## src/rtl/irq_regwin_pkg.sv

```systemverilog
package irq_regwin_pkg;

  localparam int BIT_DSTAT = 12;
  localparam int BIT_RIRR  = 14;
  localparam int BIT_TRIG  = 15;
  localparam int BIT_MASK  = 16;

  localparam logic [63:0] ENTRY_RST = 64'h1 << BIT_MASK;

  localparam logic [7:0] OFF_PTR  = 8'h00;
  localparam logic [7:0] OFF_DATA = 8'h10;

  typedef enum logic [2:0] {
    TGT_ID,
    TGT_VER,
    TGT_ARB,
    TGT_ENTRY,
    TGT_NONE
  } tgt_e;

endpackage

```

## src/rtl/irq_regwin_decode.sv

```systemverilog
module irq_regwin_decode
  import irq_regwin_pkg::*;
#(
  parameter int NUM_PINS = 24,
  parameter int IDX_W    = 5
) (
  input  logic [7:0]       ptr,
  output tgt_e             tgt,
  output logic [IDX_W-1:0] idx,
  output logic             hi
);

  logic [6:0] eidx;
  assign eidx = ptr[7:1] - 7'h08;
  assign hi   = ptr[0];
  assign idx  = eidx[IDX_W-1:0];

  always_comb begin
    if (ptr == 8'h00)                               tgt = TGT_ID;
    else if (ptr == 8'h01)                          tgt = TGT_VER;
    else if (ptr == 8'h02)                          tgt = TGT_ARB;
    else if (ptr >= 8'h10 && int'(eidx) < NUM_PINS) tgt = TGT_ENTRY;
    else                                            tgt = TGT_NONE;
  end

endmodule

```

## src/rtl/irq_regwin_table.sv

```systemverilog
module irq_regwin_table
  import irq_regwin_pkg::*;
#(
  parameter int NUM_PINS = 24,
  parameter int IDX_W    = 5
) (
  input  logic             clk,
  input  logic             rst,
  input  logic             wr_en,
  input  logic [IDX_W-1:0] wr_idx,
  input  logic             wr_hi,
  input  logic [31:0]      wr_data,
  input  logic             sts_wr,
  input  logic [IDX_W-1:0] sts_idx,
  input  logic             sts_rirr,
  input  logic             sts_dstat,
  input  logic [IDX_W-1:0] rd_idx,
  input  logic             rd_hi,
  output logic [31:0]      rd_half,
  output logic             mask_chg_valid,
  output logic [IDX_W-1:0] mask_chg_idx
);

  logic [63:0] ent_q [NUM_PINS];
  logic [63:0] ent_d [NUM_PINS];

  for (genvar g = 0; g < NUM_PINS; g++) begin : g_ent
    always_comb begin
      ent_d[g] = ent_q[g];
      if (wr_en && wr_idx == IDX_W'(g)) begin
        if (wr_hi) ent_d[g][63:32] = wr_data;
        else       ent_d[g][31:0]  = wr_data;
        ent_d[g][BIT_DSTAT] = ent_q[g][BIT_DSTAT];
        ent_d[g][BIT_RIRR]  = ent_q[g][BIT_RIRR];
        if (!ent_d[g][BIT_TRIG]) ent_d[g][BIT_RIRR] = 1'b0;
      end
      if (sts_wr && sts_idx == IDX_W'(g)) begin
        ent_d[g][BIT_RIRR]  = sts_rirr;
        ent_d[g][BIT_DSTAT] = sts_dstat;
      end
    end

    always_ff @(posedge clk) begin
      if (rst) ent_q[g] <= ENTRY_RST;
      else     ent_q[g] <= ent_d[g];
    end
  end

  assign rd_half = rd_hi ? ent_q[rd_idx][63:32] : ent_q[rd_idx][31:0];

  always_ff @(posedge clk) begin
    if (rst) begin
      mask_chg_valid <= 1'b0;
      mask_chg_idx   <= '0;
    end else begin
      mask_chg_valid <= wr_en && !wr_hi &&
                        (wr_data[BIT_MASK] != ent_q[wr_idx][BIT_MASK]);
      mask_chg_idx   <= wr_idx;
    end
  end

  // hardware-owned delivery status survives a bus write
  assert_dstat_kept_R7: assert property (@(posedge clk) disable iff (rst)
    (wr_en && !(sts_wr && sts_idx == wr_idx)) |=>
      ent_q[$past(wr_idx)][BIT_DSTAT] == $past(ent_q[wr_idx][BIT_DSTAT]));

  // an edge entry never holds remote-IRR after a bus write
  assert_edge_rirr_clear_R8: assert property (@(posedge clk) disable iff (rst)
    (wr_en && !(sts_wr && sts_idx == wr_idx)) |=>
      (ent_q[$past(wr_idx)][BIT_TRIG] || !ent_q[$past(wr_idx)][BIT_RIRR]));

  // a mask notification always stems from a bus write
  assert_mask_pulse_src_R11: assert property (@(posedge clk) disable iff (rst)
    mask_chg_valid |-> $past(wr_en));

endmodule

```

## src/rtl/irq_regwin.sv

```systemverilog
module irq_regwin
  import irq_regwin_pkg::*;
#(
  parameter int         NUM_PINS   = 24,
  parameter logic [7:0] VERSION_ID = 8'h20,
  parameter int         IDX_W      = $clog2(NUM_PINS)
) (
  input  logic             clk,
  input  logic             rst,
  input  logic             req_valid,
  output logic             req_ready,
  input  logic             req_write,
  input  logic [7:0]       req_addr,
  input  logic [31:0]      req_wdata,
  output logic             rsp_valid,
  output logic [31:0]      rsp_rdata,
  input  logic             sts_wr,
  input  logic [IDX_W-1:0] sts_idx,
  input  logic             sts_rirr,
  input  logic             sts_dstat,
  output logic             mask_chg_valid,
  output logic [IDX_W-1:0] mask_chg_idx
);

  localparam logic [31:0] VER_WORD = {8'h00, 8'(NUM_PINS - 1), 8'h00, VERSION_ID};

  logic [7:0]       ptr_q;
  logic [3:0]       id_q;
  tgt_e             tgt;
  logic [IDX_W-1:0] eidx;
  logic             ehi;
  logic [31:0]      ent_half;
  logic [31:0]      rd_val;
  logic             at_ptr, at_data, tbl_wr;

  assign req_ready = 1'b1;
  assign at_ptr    = req_addr == OFF_PTR;
  assign at_data   = req_addr == OFF_DATA;
  assign tbl_wr    = req_valid && req_write && at_data && tgt == TGT_ENTRY;

  irq_regwin_decode #(.NUM_PINS(NUM_PINS), .IDX_W(IDX_W)) u_dec (
    .ptr(ptr_q), .tgt(tgt), .idx(eidx), .hi(ehi)
  );

  irq_regwin_table #(.NUM_PINS(NUM_PINS), .IDX_W(IDX_W)) u_tbl (
    .clk(clk), .rst(rst),
    .wr_en(tbl_wr), .wr_idx(eidx), .wr_hi(ehi), .wr_data(req_wdata),
    .sts_wr(sts_wr), .sts_idx(sts_idx), .sts_rirr(sts_rirr), .sts_dstat(sts_dstat),
    .rd_idx(eidx), .rd_hi(ehi), .rd_half(ent_half),
    .mask_chg_valid(mask_chg_valid), .mask_chg_idx(mask_chg_idx)
  );

  always_comb begin
    rd_val = '0;
    if (at_ptr) rd_val = {24'h0, ptr_q};
    else if (at_data) begin
      unique case (tgt)
        TGT_ID, TGT_ARB: rd_val = {4'h0, id_q, 24'h0};
        TGT_VER:         rd_val = VER_WORD;
        TGT_ENTRY:       rd_val = ent_half;
        default:         rd_val = '1;
      endcase
    end
  end

  always_ff @(posedge clk) begin
    if (rst) begin
      ptr_q     <= '0;
      id_q      <= '0;
      rsp_valid <= 1'b0;
      rsp_rdata <= '0;
    end else begin
      rsp_valid <= req_valid;
      if (req_valid) rsp_rdata <= req_write ? 32'h0 : rd_val;
      if (req_valid && req_write && at_ptr) ptr_q <= req_wdata[7:0];
      if (req_valid && req_write && at_data && tgt == TGT_ID) id_q <= req_wdata[27:24];
    end
  end

  assert_rsp_follows_req_R10: assert property (@(posedge clk) disable iff (rst)
    req_valid |=> rsp_valid);
  assert_rsp_idle_R10: assert property (@(posedge clk) disable iff (rst)
    !req_valid |=> !rsp_valid);
  assert_ptr_low_byte_R2: assert property (@(posedge clk) disable iff (rst)
    (req_valid && req_write && at_ptr) |=> ptr_q == $past(req_wdata[7:0]));
  assert_bad_ptr_ones_R6: assert property (@(posedge clk) disable iff (rst)
    (req_valid && !req_write && at_data && tgt == TGT_NONE) |=> rsp_rdata == 32'hFFFF_FFFF);
  assert_arb_write_ignored_R4: assert property (@(posedge clk) disable iff (rst)
    (req_valid && req_write && at_data && ptr_q == 8'h02) |=> $stable(id_q));

endmodule

```

## config.mk

```make
export PLATFORM = sky130hd
export DESIGN_NAME = irq_regwin
export DESIGN_NICKNAME = d
export VERILOG_FILES = /design/src/rtl/irq_regwin_pkg.sv /design/src/rtl/irq_regwin_decode.sv /design/src/rtl/irq_regwin_table.sv /design/src/rtl/irq_regwin.sv
export SDC_FILE = /design/constraint.sdc
export NUM_CORES = 2
export LEC_CHECK = 0
export BUFFER_PORTS_ARGS = -buffer_cell sky130_fd_sc_hd__buf_2
export CAP_MARGIN = 30
export CORE_MARGIN = 4
export CORE_UTILIZATION = 50
export CTS_CLUSTER_SIZE = 25
export DETAILED_ROUTE_END_ITERATION = 16
export PLACE_DENSITY = 0.68
export SLEW_MARGIN = 20
export SYNTH_ARGS = -nofsm -noshare
export SYNTH_HDL_FRONTEND = slang
export SYNTH_HIERARCHICAL = 1
export SYNTH_SLANG_ARGS = --single-unit
```

## constraint.sdc

```tcl
create_clock -name clk -period 3.2 [get_ports clk]
set_input_delay 0.64 -clock clk [delete_from_list [all_inputs] [get_ports clk]]
set_output_delay 0.64 -clock clk [all_outputs]
set_load 0.01 [all_outputs]
```

==> results.toml <==
[synthesis]
synth-main-ff-cell = "dfxtp_1"
synth_cell_types = 61
ys_ff_latch = 1587
syn_nets = 8593
postSynthAreaPerCell_um2 = 8.15
netlist_area_mm2 = 0.0696
synthCells = 8539
ys_warn_count = 6
synth_edf_count = 0
yosysSeqAreaShare = 0.456
async_flop_share = 0

[worst_setup_path]
worst_setup_path_startpoint = "ptr_q[1]$_SDFFE_PP0P_"
arrival_ps = 3920
rr_worst_depth = 10
critPathKind = "reg2reg"
start_kind = "flip-flop"
r2r-end = "rsp_rdata[26]$_SDFFE_PP0P_"
required_ps = 3910
end_kind = "flip-flop"
worstReg2RegStart = "ptr_q[1]$_SDFFE_PP0P_"
critPathCapture = "rsp_rdata[26]$_SDFFE_PP0P_"
r2r_setup_slack_ps = -10
crit_fanout = 14

[finish]
mostFrequentLayoutCells = "nand2_1, dfxtp_1, a21oi_1, buf_4, mux4_2"
utilization = 0.581
design_area_mm2 = 0.0801
layout_commonest_cell = "nand2_1"
drive_above_1_share = 0.162
stdcell_count = 10342
areaGrowthSynthToFinish_pct = 15.1
fin_nets = 8469

[run]
maxCapViolations = 0

[power_and_ir_drop]
peakVddDrop_v = 0.000452
p_comb_frac = 0.027
power.internal_mw = 31.4
power_density_mw_per_mm2 = 507
total_leakage_power_nw = 26.2
switchingPower_mw = 9.20
pwr-share-seq = 0.487
clkPwrFrac = 0.486
swShare = 0.227

[sta]
fin_crit_sh = 1.00
max_slew_margin = 0.330
min_period_ps = 3210
fin_skew_ps = 29.8
worst_pin_slew_ps = 1010
finalHoldViolations = 0
rsz0062_at_grt = "true"
setup_viol = 1
final_max_slew_viol_count = 0
finalWorstSetupSlack_ps = -11.3
fmax_mhz = 311

[drt]
vias = 63015
first_iter_violations = 7662
postRouteAntennaNets = 0
first_pass_iters = 6
wl_met2_um = 107000
wl_met1_um = 95400
routedWlPerCell_um = 24.0
top_layer = "met5"
vias_per_cell = 6.09
route.met3.wl_um = 28400
wirelength_um = 248000
drc = 0

[global_routing]
grt_antenna_before_repair = 8
grt_pass1_vias = 59852
track_usage = 0.327
grt_pass1_wl_um = 368000
grt_remaining_overflow = 0
grt_max_degree = 126

[place]
dpl.cell_count = 10029
hpwl_um = 155000
place.gp.congestion = 0.908
dpl_cell_area_mm2 = 0.0742
place_ws_ps = -190
io_buffers = 90

[floorplanning]
die_w_um = 381
ios = 92
die_area_mm2 = 0.145
start_util = 0.505
rows = 136
core_mm2 = 0.138
die_y_um = 381

[clock_tree]
cts_tree = "yes"
cts-root-buf = "clkbuf_16"
clk_latency_ps = 840
cts.sinks = 1587
ctsHoldBuffers = 0
htreeDepth = 4
clk_pin_slew_ps = 60
numCtsBuffers = 166
cts_max_path_buffers = 3

[outcome]
violations = "setup timing"
status = "finished, violations left"

[hold_path]
hold_class = "in2reg"
-- power groups by stage --
stage	Sequential, mW	Combinational [mW]	Clock, mW
after floorplan	20.2	0.584	0
after global placement	20.2	1.07	0
after detailed placement	20.2	1.08	0
after CTS	19.8	1.08	19.9
after global routing	19.8	1.15	20.6
final	19.8	1.12	19.7
-- cell usage after synthesis, types with 23 or more instances --
cell type	n	share of area
a311oi_1	29	0.0036
o22ai_1	64	0.0058
nand2b_1	45	0.0040
a22oi_1	45	0.0049
nand2_1	3168	0.17
clkbuf_1	659	0.036
dfxtp_1	1587	0.46
buf_2	109	0.0078
mux2_2	197	0.032
nor3_1	58	0.0042
nand3_1	83	0.0060
mux4_2	258	0.083
buf_4	42	0.0045
nor2_1	176	0.0095
mux2i_1	169	0.024
a21oi_1	1551	0.11
a21o_1	23	0.0025
-- state kept, by name (all words and copies together) (netlist names) --
register              count
id_q                      4
ptr_q                     8
u_tbl/mask_chg_valid      1
u_tbl/mask_chg_idx        5
rsp_valid                 1
u_tbl/ent_q            1536
rsp_rdata                32
-- repair_timing --
item,CTS,global route
endpoints found under the setup margin,4,1055
pin swaps,0,3
endpoints found under the hold margin,0,0
buffers inserted,0,9
gates cloned,0,3
gates resized for setup,4,31
-- how the worst min path moves through the flow --
stage | from | to | slack (ps) | cells after the start
floorplan | u_tbl/ent_q[0][32]$_SDFFE_PP0P_ | u_tbl/ent_q[0][32]$_SDFFE_PP0P_ | 430 | 2
global placement | u_tbl/ent_q[4][48]$_SDFFE_PP0P_ | u_tbl/ent_q[4][48]$_SDFFE_PP0P_ | 440 | 2
detailed placement | u_tbl/ent_q[0][51]$_SDFFE_PP0P_ | u_tbl/ent_q[0][51]$_SDFFE_PP0P_ | 440 | 2
CTS | req_wdata[19] | u_tbl/ent_q[8][19]$_SDFFE_PP0P_ | 190 | 3
global route | req_wdata[19] | u_tbl/ent_q[4][19]$_SDFFE_PP0P_ | 240 | 3
finish | req_write | rsp_rdata[5]$_SDFFE_PP0P_ | 240 | 4
-- per-layer routing --
layer | global-route usage | vias to the layer above
li1 | - | 28370
met1 | 0.426 | 30426
met2 | 0.494 | 3497
met3 | 0.0795 | 714
met4 | 0.192 | 8
met5 | 0 | -
-- cells by family after synthesis --
group	count (synthesis)	synth area share
flops	1587	0.456
other cells	1	0.0000539
fa+ha+maj	2	0.000359
mux	642	0.143
compound gates	1827	0.144
buf+inv	863	0.0523
simple gates	3617	0.204
-- per-stage QoR --
stage | hold slack (ps) | TNS (ps) | power [mW]
final | 235 | -11.3 | 40.6
after global routing | 240 | -40.1 | 41.5
after CTS | 188 | 0 | 40.7
after detailed placement | 443 | -64940 | 21.3
after global placement | 437 | -30400 | 21.3
after floorplan | 432 | 0 | 20.8
-- critical path: stages, from the launching register on --
cell and delay (ps):
dfxtp_4 540, buf_12 230, buf_4 190, mux4_2 530, mux2_2 280, a211oi_1 420, buf_4 250, a311oi_1 70
a221o_1 320, a22oi_1 160, nor2_1 60
-- cell type report --
| cell class | instances | area [um2] |
|---|---|---|
| multi-input combinational | 6089 | 34500 |
| timing repair buffer | 548 | 5940 |
| sequential | 1587 | 31800 |
| tap | 1794 | 2240 |
| inverter | 23 | 91.3 |
| antenna | 3 | 7.51 |
| clock buffer | 256 | 5040 |
| clock inverter | 42 | 538 |
| fill | 11879 | 57700 |
Note: power is estimated with default switching activity, not from simulation.
